`src/rtl/irq_steer_pkg.sv`:
```
// Shared types for the interrupt steering block.
// Assumes: a bus style is a single strap bit.
package irq_steer_pkg;
    typedef enum logic {
        BUS_SHARED = 1'b0,
        BUS_PERCH  = 1'b1
    } bus_style_e;

    // One pin as a data value plus its output enable.
    typedef struct packed {
        logic d;
        logic oe;
    } pin_drive_t;
endpackage

```
`src/rtl/irq_sel_resolve.sv`:
```
// Works out the effective interrupt-select level.
// Assumes: INTSEL_TIED=1 models a select input that is bonded high inside the package.
module irq_sel_resolve #(
    parameter bit INTSEL_TIED = 1'b0
) (
    input  logic sel_in,
    output logic sel_eff
);
    generate
        if (INTSEL_TIED) begin : g_tied
            // The override is always active; the select input is unused.
            logic unused_sel;
            assign unused_sel = sel_in;
            assign sel_eff    = 1'b1;
        end else begin : g_pin
            // Pass the select input through unchanged.
            assign sel_eff = sel_in;
        end
    endgenerate
endmodule

```
`src/rtl/irq_pin_drive.sv`:
```
// Next-state drive for one channel's interrupt pin.
// Channel 0 doubles as the shared open-drain device interrupt.
// Higher channels are parked at a driven 0 in shared style.
// Assumes: any_pend is the OR of all channels' pending flags.
module irq_pin_drive
    import irq_steer_pkg::*;
#(
    parameter int CH_IDX = 0
) (
    input  bus_style_e style,
    input  logic       sel_eff,
    input  logic       mcr_bit,
    input  logic       pend,
    input  logic       any_pend,
    output pin_drive_t drive
);
    generate
        if (CH_IDX == 0) begin : g_shared_owner
            // Per-channel pin, or the open-drain pull-low in shared style.
            always_comb begin
                if (style == BUS_PERCH) begin
                    drive.d  = pend;
                    drive.oe = sel_eff | mcr_bit;
                end else begin
                    drive.d  = 1'b0;
                    drive.oe = any_pend;
                end
            end
        end else begin : g_plain
            // Per-channel pin, or a constant driven 0 in shared style.
            logic unused_any;
            assign unused_any = any_pend;
            always_comb begin
                if (style == BUS_PERCH) begin
                    drive.d  = pend;
                    drive.oe = sel_eff | mcr_bit;
                end else begin
                    drive.d  = 1'b0;
                    drive.oe = 1'b1;
                end
            end
        end
    endgenerate
endmodule

```
`src/rtl/rdy_combine.sv`:
```
// Turns per-channel ready flags into active-low pins and one combined pin.
// The combined pin is low while any channel is ready, matching a wired
// connection of the individual active-low pins.
module rdy_combine #(
    parameter int NUM_CH = 4
) (
    input  logic [NUM_CH-1:0] ready,
    output logic [NUM_CH-1:0] ready_n,
    output logic              any_n
);
    // Invert each flag and merge the flags into the combined pin.
    always_comb begin
        ready_n = ~ready;
        any_n   = ~(|ready);
    end
endmodule

```
`src/rtl/irq_steer_top.sv`:
```
// Interrupt and ready pin steering for a multi-channel serial controller.
// All outputs are registered once; reset parks every interrupt pin undriven
// and every ready pin inactive.
// Assumes: the strap is static in normal use, but it may change at any edge.
module irq_steer_top
    import irq_steer_pkg::*;
#(
    parameter int NUM_CH      = 4,
    parameter bit INTSEL_TIED = 1'b0
) (
    input  logic              clk,
    input  logic              rst_n,
    input  logic              bus_mode_sel,
    input  logic              irq_sel,
    input  logic [NUM_CH-1:0] mcr_out2,
    input  logic [NUM_CH-1:0] irq_pend,
    input  logic [NUM_CH-1:0] tx_ready,
    input  logic [NUM_CH-1:0] rx_ready,
    output logic [NUM_CH-1:0] irq_pin_d,
    output logic [NUM_CH-1:0] irq_pin_oe,
    output logic [NUM_CH-1:0] txrdy_n,
    output logic [NUM_CH-1:0] rxrdy_n,
    output logic              txrdy_any_n,
    output logic              rxrdy_any_n
);
    localparam logic [NUM_CH-1:0] ALL_ONES = {NUM_CH{1'b1}};

    bus_style_e        style;
    logic              sel_eff;
    logic              any_pend;
    pin_drive_t        drv_nxt [NUM_CH];
    logic [NUM_CH-1:0] d_nxt, oe_nxt;
    logic [NUM_CH-1:0] txn_nxt, rxn_nxt;
    logic              txa_nxt, rxa_nxt;

    assign style    = bus_style_e'(bus_mode_sel);
    assign any_pend = |irq_pend;

    irq_sel_resolve #(.INTSEL_TIED(INTSEL_TIED)) u_sel (
        .sel_in  (irq_sel),
        .sel_eff (sel_eff)
    );

    genvar gi;
    generate
        for (gi = 0; gi < NUM_CH; gi++) begin : g_ch
            irq_pin_drive #(.CH_IDX(gi)) u_pin (
                .style    (style),
                .sel_eff  (sel_eff),
                .mcr_bit  (mcr_out2[gi]),
                .pend     (irq_pend[gi]),
                .any_pend (any_pend),
                .drive    (drv_nxt[gi])
            );
            assign d_nxt[gi]  = drv_nxt[gi].d;
            assign oe_nxt[gi] = drv_nxt[gi].oe;
        end
    endgenerate

    rdy_combine #(.NUM_CH(NUM_CH)) u_tx (
        .ready   (tx_ready),
        .ready_n (txn_nxt),
        .any_n   (txa_nxt)
    );

    rdy_combine #(.NUM_CH(NUM_CH)) u_rx (
        .ready   (rx_ready),
        .ready_n (rxn_nxt),
        .any_n   (rxa_nxt)
    );

    // Output register stage with synchronous reset to the safe pin state.
    always_ff @(posedge clk) begin
        if (!rst_n) begin
            irq_pin_d   <= '0;
            irq_pin_oe  <= '0;
            txrdy_n     <= ALL_ONES;
            rxrdy_n     <= ALL_ONES;
            txrdy_any_n <= 1'b1;
            rxrdy_any_n <= 1'b1;
        end else begin
            irq_pin_d   <= d_nxt;
            irq_pin_oe  <= oe_nxt;
            txrdy_n     <= txn_nxt;
            rxrdy_n     <= rxn_nxt;
            txrdy_any_n <= txa_nxt;
            rxrdy_any_n <= rxa_nxt;
        end
    end
endmodule

```
`config.mk`:
```
export PLATFORM = sky130hd
export DESIGN_NAME = irq_steer_top
export DESIGN_NICKNAME = d
export VERILOG_FILES = /design/src/rtl/irq_steer_pkg.sv /design/src/rtl/irq_sel_resolve.sv /design/src/rtl/irq_pin_drive.sv /design/src/rtl/rdy_combine.sv /design/src/rtl/irq_steer_top.sv
export SDC_FILE = /design/constraint.sdc
export NUM_CORES = 1
export LEC_CHECK = 0
export ABC_AREA = 1
export CAP_MARGIN = 20
export CORE_MARGIN = 4
export CORE_UTILIZATION = 34
export DETAILED_ROUTE_END_ITERATION = 10
export PLACE_DENSITY = 0.89
export SETUP_SLACK_MARGIN = 0.5
export SLEW_MARGIN = 10
export SYNTH_ARGS = -nofsm -noshare
export SYNTH_HDL_FRONTEND = slang
export SYNTH_SLANG_ARGS = --single-unit
```
`constraint.sdc`:
```
create_clock -name clk -period 1.2 [get_ports clk]
set_input_delay 0.24 -clock clk [delete_from_list [all_inputs] [get_ports clk]]
set_output_delay 0.24 -clock clk [all_outputs]
set_load 0.01 [all_outputs]
```
==> summary.txt, run 1 <==
======================================================================================================
Post-synthesis instance total                                                                       61
Clock Sink Count                                                                                    18
Gp weighted congestion                                                                           0.670
Critical setup path kind                                                                  register to output port
Top-count cell post-synth                                                                 sky130_fd_sc_hd__dfxtp_1
Slowest Stage Delay on Critical Path                                                           0.32 ns
Number of CTS-inserted buffers                                                                       3
Category of the worst setup path capture point                                             output port
Achievable Freq                                                                               1030 MHz
Routed wirelength normalized by instance count                                            10.7 microns
Slew Viols, Final                                                                                    0
H-tree depth                                                                                         1
Die Span Y                                                                                47.5 microns
Synthesis Warnings                                                                                   0
Post-CTS setup repair buffer count                                                                   0
Initial antenna violation count                                                                      0
Post-DR vias/cell                                                                                 4.39
DRC                                                                                                  0
Worst path buffer plus inverter count                                                                1
Critical-path cell list                                                                          buf_2
Leakage component of the power                                                                0.469 nW
Half-perimeter wire length after detailed placement                                            1.03 mm
Total wirelength of the detailed-routed design                                                 1.26 mm
Buffer type at the clock tree root                                                        sky130_fd_sc_hd__clkbuf_4
Initial core utilization                                                                         38.4%
Crit path required time                                                                        0.96 ns
Clock transition at the register clock pins on the worst setup and hold paths after CTS        0.10 ns
Global-route usage over all layers                                                               11.9%
Number of buffers inserted for hold repair after clock tree synthesis                                0
Diodes inserted                                                                                      0
Vias                                                                                               518
Die width                                                                                 47.5 microns
Vias in the first global route                                                                     496
Total die area                                                                              2260 sq um
Measured slew at the worst slew-check pin                                                     0.216 ns
Share of the clock period used by the worst path                                                 81.0%
Maximum VDD drop                                                                              0.643 mV
Count of boundary I/O pins                                                                          38
Synth top cells by count                                                                  18 x sky130_fd_sc_hd__dfxtp_1, 16 x sky130_fd_sc_hd__nand2_1, 14 x sky130_fd_sc_hd__nor2_1, 8 x sky130_fd_sc_hd__inv_1, 3 x sky130_fd_sc_hd__a21oi_1
RSZ-0062 raised after global routing                                                               yes
Total power density per cell area                                                         1290 nW/um^2
Number of nets in the synthesized netlist                                                           81
Share of final-layout standard cells stronger than drive strength 1                              30.1%
Rows                                                                                                13
Minimum period implied by the final worst setup slack                                         0.972 ns
Routed Antenna Nets                                                                                  0
Number of DRC violations after detailed-routing iteration 0                                          4
Number of enable-type register cells in the synthesized netlist                                      0
Net count reported at finish                                                                       124
Max Buffers Root-to-Sink                                                                             2
Leading register cell type out of synthesis                                               sky130_fd_sc_hd__dfxtp_1
Post-synthesis instance area                                                                 531 sq um
Maximum Capacitance Violations                                                                       0
Pre-antenna DRT Iters                                                                                3
Setup TNS                                                                                         0 ns
Global-route wire length before repair                                                         1.81 mm
Count of final setup violators                                                                       0
Crit. path cell count                                                                                1
Share of the synthesized area in the top cell type                                               67.9%
Largest area contributor in the synthesized netlist                                       sky130_fd_sc_hd__dfxtp_1
Max stage delay cell, worst path                                                          sky130_fd_sc_hd__dfxtp_1
Number of register bits inferred by synthesis                                                       18
Average cell area after synthesis                                                           8.70 sq um
Asr flop ratio synth                                                                                0%
Type of the most critical hold path                                                       input port to register
Clock tree from TritonCTS                                                                         done
Share of the core filled with cells                                                              65.5%
Data arrival at the endpoint of the critical path                                              0.73 ns
Sequential area share after synthesis                                                            67.9%
Leading post-synthesis cells by cell area                                                 sky130_fd_sc_hd__dfxtp_1 68%, sky130_fd_sc_hd__nand2_1 11%, sky130_fd_sc_hd__nor2_1 9.9%
Critical path launch point type                                                               register
Number of buffer cells added on primary ports                                                       37
Hold depth                                                                                           3
Pin count of the biggest net entering global routing                                                11
Remaining global-route overflow                                                                      0
Post-synthesis cell type count                                                                       7
Kind of cell adding the most delay to the critical path                                     flip-flops
Syn-to-layout area delta                                                                         70.8%
Crit Path Max Fanout                                                                                 1
Relative slew slack                                                                              85.6%
Run status                                                                                finished, final reports clean
Placeable core region                                                                       1380 sq um
Final hold vios                                                                                      0
======================================================================================================
[where the power goes]
part	switching [mW]	leakage [nW]	internal [mW]
clock	0.181	0.0210	0.185
sequential	0.00778	0.151	0.631
combinational	0.0735	0.297	0.0932
[worst paths after layout]
kind / from / slack, ns / end
max: rxrdy_n[2]$_SDFF_PN1_ / 0.23 / rxrdy_n[2]
min: irq_pend[0] / 0.20 / irq_pin_d[0]$_SDFF_PN0_
[area by class of cell]
type | count | area [sq um]
clock buffers | 4 | 36.3
fillers | 118 | 477
inverters | 8 | 30.0
multi-input cells | 34 | 145
flip-flops and latches | 18 | 364
well taps | 15 | 18.8
repair buffers | 39 | 312
[routing by layer]
metal  part of all wire [%]  track usage, %  routed length (microns)
met5                      0               0                        0
met1                     34            9.38                      430
met2                     49            20.9                      616
met3                     16            7.89                      207
met4                   0.48            8.29                        6
[state kept, by name, summed over array words and instances, names as in the netlist]
name	flops
irq_pin_d	4
irq_pin_oe	4
rxrdy_any_n	1
rxrdy_n	4
txrdy_any_n	1
txrdy_n	4
[timing repair]
| action | CTS | global route |
|---|---|---|
| endpoints found under the setup margin | 36 | 19 |
| pin swaps | 4 | 2 |
| resized for setup | 79 | 11 |
[metrics by stage]
step	worst slack (ns)	hold WS (ns)	cell area, sq um	total power [mW]	cells
final	0.228	0.199	906	1.17	118
after detailed placement	0.0388	0.746	927	0.849	114
after global placement	0.0904	0.749	927	0.843	114
after global routing	0.175	0.200	906	1.23	118
after floorplan	0.616	0.302	531	0.704	61
after CTS	0.207	0.299	871	1.18	118
[logic make-up after synthesis]
kind of cell           Yosys count  share of synthesized area, %
flip-flops                      18                          67.9
AND/OR/NAND/NOR                 31                          22.2
buffers and inverters            9                          7.08
AO/OA/AOI/OAI                    3                          2.83
[cell usage in the layout (no fill, tap or decap), drive strengths merged]
master          n
buf            20
dfxtp          18
nand2          16
nor2           14
clkdlybuf4s50  11
inv             8
dlygate4sd2     6
clkbuf          4
a21oi           3
dlymetal6s2s    2
nand3           1
[worst min-delay path: stages]
cell and delay (ns):
sky130_fd_sc_hd__dlymetal6s2s_1 0.08, sky130_fd_sc_hd__inv_1 0.05, sky130_fd_sc_hd__nor2_1 0.08
No activity file was read; power rests on OpenSTA's default activity.
==> run 2, diff against run 1 <==
--- a/config.mk
+++ b/config.mk
@@ -8,9 +8,9 @@
 export ABC_AREA = 1
 export CAP_MARGIN = 20
 export CORE_MARGIN = 4
-export CORE_UTILIZATION = 34
+export CORE_UTILIZATION = 29
 export DETAILED_ROUTE_END_ITERATION = 10
-export PLACE_DENSITY = 0.89
+export PLACE_DENSITY = 0.82
 export SETUP_SLACK_MARGIN = 0.5
 export SLEW_MARGIN = 10
 export SYNTH_ARGS = -nofsm -noshare
==> constraint.sdc (replaced) <==
create_clock -name clk -period 0.82 [get_ports clk]
set_input_delay 0.164 -clock clk [delete_from_list [all_inputs] [get_ports clk]]
set_output_delay 0.164 -clock clk [all_outputs]
set_load 0.01 [all_outputs]
==> run 2 against run 1 <==
- the flow now finishes with violations (negative setup slack)
- clock-buffer cell count did not move
- design area rose by 18%
- non-clock buffer count rose by 4
- total power rose by 52%
- clock power rose by 38%
- flip-flop and latch count did not move
- global-route usage fell by 0.17 points
- routed wire length rose by 5.3%
- largest cell class is now non-clock buffers
- sequential share of layout area fell by 4.3 points
- utilization fell by 3.7 points
- die area rose by 14%
- setup slack got worse by 0.28 ns
==> summary.txt, run 2 (synthesis results as in run 1) <==
======================================================================================================
Violated checks                                                                           negative setup slack
Routed Antenna Nets                                                                                  0   unchanged
Buffer type at the clock tree root                                                        sky130_fd_sc_hd__clkbuf_4
Clock Sink Count                                                                                    18   unchanged
Total power density per cell area                                                         1670 nW/um^2   +29%
H-tree depth                                                                                         1   unchanged
Clock tree from TritonCTS                                                                         done
Initial antenna violation count                                                                      0   unchanged
Number of buffer cells added on primary ports                                                       37   unchanged
Leakage component of the power                                                                0.515 nW   +9.9%
Crit Path Max Fanout                                                                                 1   unchanged
Half-perimeter wire length after detailed placement                                            1.06 mm   +3.1%
Area used by multi-input combinational logic                                                 193 sq um   +33%
Category of the worst setup path capture point                                             output port
Slew Viols, Final                                                                                    0   unchanged
Final hold vios                                                                                      0   unchanged
Placeable core region                                                                       1730 sq um   +25%
Post-DR vias/cell                                                                                 3.98   -9.2%
Net count reported at finish                                                                       128   +3.2%
Cell area after layout                                                                      1070 sq um   +18%
Number of CTS-inserted buffers                                                                       3   unchanged
Clock transition at the register clock pins on the worst setup and hold paths after CTS        0.09 ns   about the same
Die Span Y                                                                                50.8 microns   +6.9%
Most frequent cells in the layout                                                         25 x sky130_fd_sc_hd__buf_6, 18 x sky130_fd_sc_hd__dfxtp_2, 15 x sky130_fd_sc_hd__nand2_1, 11 x sky130_fd_sc_hd__buf_2, 9 x sky130_fd_sc_hd__nor2_1
Worst path buffer plus inverter count                                                                1   unchanged
Share of final-layout standard cells stronger than drive strength 1                              70.1%   +40 points
Slowest Stage Delay on Critical Path                                                           0.33 ns   about the same
Pin count of the biggest net entering global routing                                                11   unchanged
Global-route wire length before repair                                                         2.19 mm   +21%
Critical-path cell list                                                                          buf_6
Share of the clock period used by the worst path                                                  107%
Seq. cell area                                                                               383 sq um   +5.2%
Maximum Capacitance Violations                                                                       0   unchanged
Max stage delay cell, worst path                                                          sky130_fd_sc_hd__dfxtp_2
Routed wirelength normalized by instance count                                            10.1 microns   -5.9%
Measured slew at the worst slew-check pin                                                     0.147 ns   -0.0693 ns
Die width                                                                                 50.8 microns   +6.9%
Achievable Freq                                                                               1140 MHz
Critical path launch point type                                                               register
Power share of the combinational group                                                           18.1%   +3.9 points
Pre-antenna DRT Iters                                                                                3   unchanged
Remaining global-route overflow                                                                      0   unchanged
Count of final setup violators                                                                      18   +18
Total net switching power                                                                       388 uW   +48%
Setup slack of the critical path after layout                                               -0.0570 ns   -0.285 ns
Initial core utilization                                                                         30.7%   -7.6 points
Maximum VDD drop                                                                              0.636 mV   -0.97%
Diodes inserted                                                                                      0   unchanged
Number of fill cells                                                                               149   +26%
Run status                                                                                finished with violations
Count of boundary I/O pins                                                                          38   unchanged
Minimum period implied by the final worst setup slack                                         0.877 ns
Relative slew slack                                                                              90.2%   +4.6 points
Total power of the final layout                                                                1.78 mW   +52%
Total die area                                                                              2580 sq um   +14%
Kind of cell adding the most delay to the critical path                                     flip-flops
Max Buffers Root-to-Sink                                                                             2   unchanged
Crit path required time                                                                        0.66 ns   -0.30 ns
Type of the most critical hold path                                                       input port to register
Total wirelength of the detailed-routed design                                                 1.33 mm   +5.3%
Switching power share of the total                                                               21.8%   -0.60 points
RSZ-0062 raised after global routing                                                               yes
DRC                                                                                                  0   unchanged
Total placed instance area                                                                  1020 sq um   +10%
Leading cell type in the layout, fill and taps excluded                                   sky130_fd_sc_hd__buf_6
Gp weighted congestion                                                                           0.694   +3.5%
Register share of total power                                                                    53.5%   -1.0 points
Internal portion of total power                                                                1.39 mW   +53%
Vias                                                                                               526   +1.5%
Critical setup path kind                                                                  register to output port
Data arrival at the endpoint of the critical path                                              0.71 ns   -0.02 ns
Vias in the first global route                                                                     509   +2.6%
Clock power frac                                                                                 28.4%   -2.8 points
Syn-to-layout area delta                                                                          101%
Number of DRC violations after detailed-routing iteration 0                                          4   unchanged
Global-route usage over all layers                                                               11.8%   -0.17 points
Rows                                                                                                15   +2
Worst hold margin                                                                            0.0512 ns   -0.148 ns
======================================================================================================
-- run 2: cell types whose count changed in the layout (fill, tap and decap cells not counted), sizes merged --
cell,before,now
buf,20,40
clkbuf,4,6
clkdlybuf4s15,0,1
clkdlybuf4s50,11,0
dlygate4sd2,6,0
dlymetal6s2s,2,0
-- run 2: worst paths after layout --
path	startpoint	endpoint	slack, ns	depth (start not counted)
min	tx_ready[1]	txrdy_n[1]$_SDFF_PN1_	0.05	2
max	irq_pin_d[0]$_SDFF_PN0_	irq_pin_d[0]	-0.06	1
-- run 2: through the flow --
step	setup WS (ns)	utilization [%]	setup TNS, ns	std cells
floorplan	0.312	-	0	61
global placement	-0.235	59.2	-6.83	127
detailed placement	-0.252	59.2	-7.15	127
CTS	-0.0672	61.4	-1.14	132
global route	-0.0994	61.8	-1.63	132
finish	-0.0570	61.8	-0.956	132
-- run 2: final cells by class --
class / instances / area share [%]
Timing Repair Buffer: 43 / 36.9
Sequential cell: 18 / 35.9
Multi-Input combinational cell: 34 / 18.1
Clock buffer: 4 / 3.40
Tap cell: 25 / 2.93
Inverter: 8 / 2.81
-- run 2: power by group through the flow --
stage	Sequential, mW	Combinational [mW]	Clock [mW]
2_1_floorplan	0.989	0.0627	0
3_3_place_gp	0.961	0.317	0
3_5_place_dp	0.962	0.322	0
4_1_cts	0.951	0.316	0.521
5_1_grt	0.958	0.351	0.567
6_report	0.952	0.322	0.506
-- run 2: what timing repair did --
| action | in CTS | in global routing |
|---|---|---|
| buffers inserted | 1 | 0 |
| pin swaps | 20 | 7 |
| endpoints found under the hold margin | 0 | 0 |
| setup endpoints to repair | 36 | 22 |
| gates resized for setup | 169 | 10 |
| hold buffers | 0 | 0 |
-- run 2: routing by layer --
metal	share of wire, %	routed length (microns)	global-route usage, %	vias to the layer above
met5	0	0	0	-
met4	1.2	16	6.73	0
met3	9.9	131	5.04	2
met2	51	681	20.2	25
met1	37	497	11.8	228
li1	-	-	-	271
